[src/rtl/pwm_timer_pkg.sv]
package pwm_timer_pkg;
    typedef enum logic [1:0] {
        ST_OFF   = 2'd0,
        ST_RUN   = 2'd1,
        ST_DRAIN = 2'd2
    } out_state_e;
endpackage

[src/rtl/pwm_prescale.sv]
module pwm_prescale #(
    parameter int SEL_W   = 3,
    parameter int SEL_MAX = 5
) (
    input  logic             clk,
    input  logic             rst_n,
    input  logic             run,
    input  logic [SEL_W-1:0] sel,
    output logic             tick
);
    localparam int DIV_W = 2 * SEL_MAX;

    logic [SEL_W-1:0] sel_c;
    logic [DIV_W-1:0] limit;
    logic [DIV_W-1:0] pre_q;

    always_comb begin
        sel_c = (sel > SEL_W'(SEL_MAX)) ? SEL_W'(SEL_MAX) : sel;
        limit = DIV_W'((32'd1 << (2 * sel_c)) - 32'd1);
        tick  = run && (pre_q == limit);
    end

    // Divider count is held at zero while stopped: a fresh enable waits a full interval.
    always_ff @(posedge clk or negedge rst_n) begin
        if (!rst_n) begin
            pre_q <= '0;
        end else if (!run || tick) begin
            pre_q <= '0;
        end else begin
            pre_q <= pre_q + {{(DIV_W-1){1'b0}}, 1'b1};
        end
    end
endmodule

[src/rtl/pwm_count.sv]
module pwm_count #(
    parameter int CNT_W = 16
) (
    input  logic             clk,
    input  logic             rst_n,
    input  logic             tick,
    input  logic             load,
    input  logic [CNT_W-1:0] load_val,
    input  logic [CNT_W-1:0] period,
    output logic [CNT_W-1:0] cnt,
    output logic             wrap,
    output logic             match
);
    logic [CNT_W-1:0] cnt_q;
    logic             match_q;

    assign wrap  = tick && !load && (cnt_q == period);
    assign cnt   = cnt_q;
    assign match = match_q;

    always_ff @(posedge clk or negedge rst_n) begin
        if (!rst_n) begin
            cnt_q   <= '0;
            match_q <= 1'b0;
        end else begin
            match_q <= wrap;
            if (load) begin
                cnt_q <= load_val;
            end else if (wrap) begin
                cnt_q <= '0;
            end else if (tick) begin
                cnt_q <= cnt_q + {{(CNT_W-1){1'b0}}, 1'b1};
            end
        end
    end
endmodule

[src/rtl/pwm_outfsm.sv]
module pwm_outfsm
    import pwm_timer_pkg::*;
#(
    parameter int CNT_W = 16
) (
    input  logic             clk,
    input  logic             rst_n,
    input  logic             out_en,
    input  logic             abrupt,
    input  logic             act_low,
    input  logic [CNT_W-1:0] cnt,
    input  logic [CNT_W-1:0] duty,
    input  logic [CNT_W-1:0] period,
    input  logic             wrap,
    output logic             pin
);
    out_state_e state_q, state_d;
    logic       hold_q;
    logic       cmp_act;
    logic       lvl;

    assign cmp_act = (duty <= period) && (cnt >= duty);

    always_comb begin
        state_d = state_q;
        unique case (state_q)
            ST_OFF: begin
                if (out_en) state_d = ST_RUN;
            end
            ST_RUN: begin
                if (!out_en) state_d = abrupt ? ST_OFF : ST_DRAIN;
            end
            ST_DRAIN: begin
                if (out_en)               state_d = ST_RUN;
                else if (abrupt || wrap)  state_d = ST_OFF;
            end
            default: state_d = ST_OFF;
        endcase
    end

    always_ff @(posedge clk or negedge rst_n) begin
        if (!rst_n) begin
            state_q <= ST_OFF;
        end else begin
            state_q <= state_d;
        end
    end

    // Level frozen when the run phase is left without abrupt shutdown.
    always_ff @(posedge clk or negedge rst_n) begin
        if (!rst_n) begin
            hold_q <= 1'b0;
        end else if (state_q == ST_RUN && !out_en) begin
            hold_q <= cmp_act;
        end
    end

    always_comb begin
        unique case (state_q)
            ST_RUN:   lvl = cmp_act;
            ST_DRAIN: lvl = hold_q;
            default:  lvl = 1'b0;
        endcase
        pin = lvl ^ act_low;
    end
endmodule

[src/rtl/pwm_timer_chan.sv]
module pwm_timer_chan #(
    parameter int CNT_W   = 16,
    parameter int SEL_W   = 3,
    parameter int SEL_MAX = 5
) (
    input  logic             clk,
    input  logic             rst_n,
    input  logic             cnt_en,
    input  logic             pwm_en,
    input  logic [SEL_W-1:0] div_sel,
    input  logic             act_low,
    input  logic             abrupt_off,
    input  logic [CNT_W-1:0] period_val,
    input  logic [CNT_W-1:0] duty_val,
    input  logic             load_en,
    input  logic [CNT_W-1:0] load_val,
    output logic             pwm_out,
    output logic             match_pulse
);
    logic             tick;
    logic             wrap;
    logic [CNT_W-1:0] cnt;

    pwm_prescale #(.SEL_W(SEL_W), .SEL_MAX(SEL_MAX)) u_pre (
        .clk  (clk),
        .rst_n(rst_n),
        .run  (cnt_en),
        .sel  (div_sel),
        .tick (tick)
    );

    pwm_count #(.CNT_W(CNT_W)) u_cnt (
        .clk     (clk),
        .rst_n   (rst_n),
        .tick    (tick),
        .load    (load_en),
        .load_val(load_val),
        .period  (period_val),
        .cnt     (cnt),
        .wrap    (wrap),
        .match   (match_pulse)
    );

    pwm_outfsm #(.CNT_W(CNT_W)) u_fsm (
        .clk    (clk),
        .rst_n  (rst_n),
        .out_en (pwm_en),
        .abrupt (abrupt_off),
        .act_low(act_low),
        .cnt    (cnt),
        .duty   (duty_val),
        .period (period_val),
        .wrap   (wrap),
        .pin    (pwm_out)
    );
endmodule

[config.mk]
export PLATFORM = sky130hd
export DESIGN_NAME = pwm_timer_chan
export DESIGN_NICKNAME = d
export VERILOG_FILES = /design/src/rtl/pwm_timer_pkg.sv /design/src/rtl/pwm_prescale.sv /design/src/rtl/pwm_count.sv /design/src/rtl/pwm_outfsm.sv /design/src/rtl/pwm_timer_chan.sv
export SDC_FILE = /design/constraint.sdc
export NUM_CORES = 1
export LEC_CHECK = 0
export BUFFER_PORTS_ARGS = -buffer_cell sky130_fd_sc_hd__buf_4
export CORE_MARGIN = 3
export CORE_UTILIZATION = 40
export DETAILED_ROUTE_END_ITERATION = 8
export GPL_TIMING_DRIVEN = 1
export PLACE_DENSITY = 0.65
export SYNTH_ARGS = -nofsm -noshare
export SYNTH_HDL_FRONTEND = slang
export SYNTH_SLANG_ARGS = --single-unit
[constraint.sdc]
create_clock -name clk -period 4.8 [get_ports clk]
set_clock_uncertainty 0.2 [all_clocks]
set_input_delay 0.48 -clock clk [delete_from_list [all_inputs] [get_ports clk]]
set_output_delay 0.48 -clock clk [all_outputs]
set_load 0.01 [all_outputs]
==> flow_summary.yaml <==
timing:
  fin_crit_sh_pct: 68.1
  slew_headroom_pct: 50.2
  worst_slew_pin_slew_ps: 745
  layout_min_cycle_time_ps: 3270
  timing.fmax_mhz: 306
  maxSlewViolCount: 0
  finalHoldViolations: 0
  tns_ps: 0
  setup_viol: 0
  rsz0062_at_grt: "no"
layout:
  syn2layout_area_growth_pct: 21.1
  n_antenna_cell: 0
  drive_above_1_share_pct: 18.9
  ff_latch_area_um2: 751
  finalInstanceArea_um2: 3560
  nets: 513
  fill_cells: 701
  multi_input_area_um2: 1990
  layout.cells.non_filler: 513
clock_tree:
  cts_buffer_depth: 2
  clkSinkCount: 30
  post_cts_resized: 0
  clkTransAtPathRegs_ps: 70
  cts_buffers: 5
  clkLatencyLatePin_ps: 290
  root_buffer: "clkbuf_8"
  cts_tree: "yes"
  cts_max_level: 2
setup_path:
  crit_arrival_ps: 2590
  start_kind: "register"
  rrSetupSlack_ps: 2210
  crit_type: "reg2out"
  end_kind: "output port"
  critical_path_required_ps: 4120
  path_max_fanout: 7
worst_hold_path:
  hold_class: "in2reg"
place:
  dp_cells: 504
  dp_hpwl_mm: 5.77
  gp_congestion: 0.951
  post_dp_cell_area_um2: 3460
  io_buffers: 59
yosys:
  postSynthNetCount: 454
  async_reset_ff_share_pct: 100
  ys_warn_count: 0
  ys_ff_latch: 30
  synthFlopType: "dfrtp_1"
  postSynthCellCount: 357
  ys_types: 49
  syn_avg_cell_area_um2: 8.24
  ys_seq_area_share_pct: 25.5
  synth_edf_count: 0
  syn-cell-area_um2: 2940
grt:
  antenna_found_initial: 0
  track_usage_pct: 18.1
  grt_pass1_wl_mm: 12.6
  grt-ovfl-total: 0
  grt_max_degree: 34
  grt_pass1_vias: 2756
detailed_routing:
  wirelength_mm: 7.28
  drcViolationCount: 0
  ant_nets: 0
  top_layer_used: "met4"
  viasPerCell: 5.26
  wl_per_cell_um: 14.2
  first_iter_violations: 158
  dr_wl_met3_um: 380
  dr_total_vias: 2696
  wl_met2_mm: 3.37
  drt-pass1-iter-count: 4
  wl_met1_mm: 3.43
pwr:
  leakagePower_nw: 1.67
  peakVddDrop_mv: 0.115
  p_per_area_nw_per_um2: 220
die:
  initial_core_util_pct: 42.4
  core_area_um2: 6940
  rows: 30
  fp.dieH_um: 91.8
  io_pins: 60
  die_x_um: 91.8
  fp.dieArea_um2: 8420
job:
  max_cap_viol_count: 0
run_status:
  outcome: "finished clean"
## sequential cells by signal (all words and copies together) (netlist names)
signal and cells:
u_fsm.hold_q 1, u_pre.pre_q 10, u_fsm.state_q 2, u_cnt.match 1
u_cnt.cnt 16
## synth_stat cells (3+ instances only)
| master | instances | area (µm²) |
|---|---|---|
| o21ai_0 | 20 | 100 |
| nand2_1 | 29 | 109 |
| o21ai_2 | 3 | 26.3 |
| mux2i_1 | 3 | 30.0 |
| o21ai_1 | 14 | 70.1 |
| a21o_1 | 3 | 22.5 |
| nor3_1 | 5 | 25.0 |
| nor2b_1 | 7 | 43.8 |
| nand4_1 | 10 | 62.6 |
| a211oi_1 | 3 | 22.5 |
| clkbuf_1 | 4 | 15.0 |
| o31a_1 | 13 | 114 |
| o2111ai_1 | 3 | 26.3 |
| and3_1 | 10 | 62.6 |
| inv_1 | 41 | 154 |
| xnor2_1 | 23 | 201 |
| o211ai_1 | 5 | 37.5 |
| dfrtp_1 | 30 | 751 |
| a21oi_1 | 13 | 65.1 |
| nand3_1 | 15 | 75.1 |
| xor2_1 | 5 | 43.8 |
| nor2_1 | 24 | 90.1 |
| o31ai_1 | 3 | 22.5 |
| ha_1 | 39 | 488 |
## critical path, stage by stage (launching register included)
cell	delay [ps]
dfrtp_1	490
inv_1	80
ha_1	260
or3b_2	460
o2111ai_1	80
a31o_2	180
a21oi_1	90
o2111ai_1	230
a21boi_0	130
xor2_1	150
buf_4	150
## worst paths after layout
kind,cells past startpoint,endpoint,startpoint
setup / recovery,10,pwm_out,u_cnt.cnt[0]$_DFFE_PN0P_
hold / removal,3,u_cnt.cnt[4]$_DFFE_PN0P_,load_val[4]
setup reg to reg,7,u_cnt.cnt[2]$_DFFE_PN0P_,u_pre.pre_q[5]$_DFF_PN0_
hold reg to reg,1,u_pre.pre_q[0]$_DFF_PN0_,u_pre.pre_q[0]$_DFF_PN0_
max in group asynchronous,2,u_cnt.cnt[12]$_DFFE_PN0P_,rst_n
min in group asynchronous,2,u_pre.pre_q[7]$_DFF_PN0_,rst_n
## routing by layer
metal  global-route usage, %  vias up
met5                       0        -
met4                    4.83        0
met3                    3.36        8
met2                    29.7       59
met1                    24.6     1238
li1                        -     1391
## layout make-up
type,count,area share (%)
multi-input cells,277,55.8
flip-flops and latches,30,21.1
repair buffers,61,12.9
inverters,41,4.32
well taps,96,3.37
clock buffers,7,2.42
clock inverters,1,0.140
## stage by stage
| step | setup WS [ps] | total power [W] | hold WS (ps) | util (%) |
|---|---|---|---|---|
| floorplan | 2110 | 0.000474 | -15.6 | - |
| global placement | 1520 | 0.000565 | 240 | 49.9 |
| detailed placement | 1400 | 0.000572 | 241 | 49.9 |
| CTS | 1510 | 0.000792 | 200 | 51.3 |
| global route | 1330 | 0.000845 | 207 | 51.3 |
| finish | 1530 | 0.000785 | 198 | 51.3 |
## layout by cell type, fill, tap and decap left out, types with 6 or more instances in the layout
cell | Yosys | routed
inv_1 | 41 | 41
xnor2_1 | 23 | 23
and3_1 | 10 | 10
clkbuf_8 | 0 | 6
ha_1 | 39 | 39
dfrtp_1 | 30 | 30
o31a_1 | 13 | 13
nand4_1 | 10 | 10
o21ai_1 | 14 | 14
o21ai_0 | 20 | 20
nand3_1 | 15 | 15
a21oi_1 | 13 | 13
nor2b_1 | 7 | 7
buf_4 | 2 | 60
nor2_1 | 24 | 24
nand2_1 | 29 | 29
## repair_timing
| item | 4_1_cts | 5_1_grt |
|---|---|---|
| endpoints found under the hold margin | 30 | 0 |
| hold buffers | 1 | 0 |
| buffers inserted | 0 | 0 |
## report_power, final
group          switching (W)  total (W)  internal [W]
sequential         0.0000345   0.000311      0.000276
clock               0.000102   0.000217      0.000116
combinational       0.000128   0.000256      0.000128
total               0.000264   0.000785      0.000520
## cell families after synthesis
family,count (synthesis),synth area share (%)
AND/OR/NAND/NOR,117,21.4
XOR/XNOR,28,8.33
buffers and inverters,50,6.97
multiplexers,4,1.40
AO/OA/AOI/OAI,89,19.8
flip-flops,30,25.5
adder cells (fa/ha/maj),39,16.6
No activity file was read; power rests on OpenSTA's default activity.
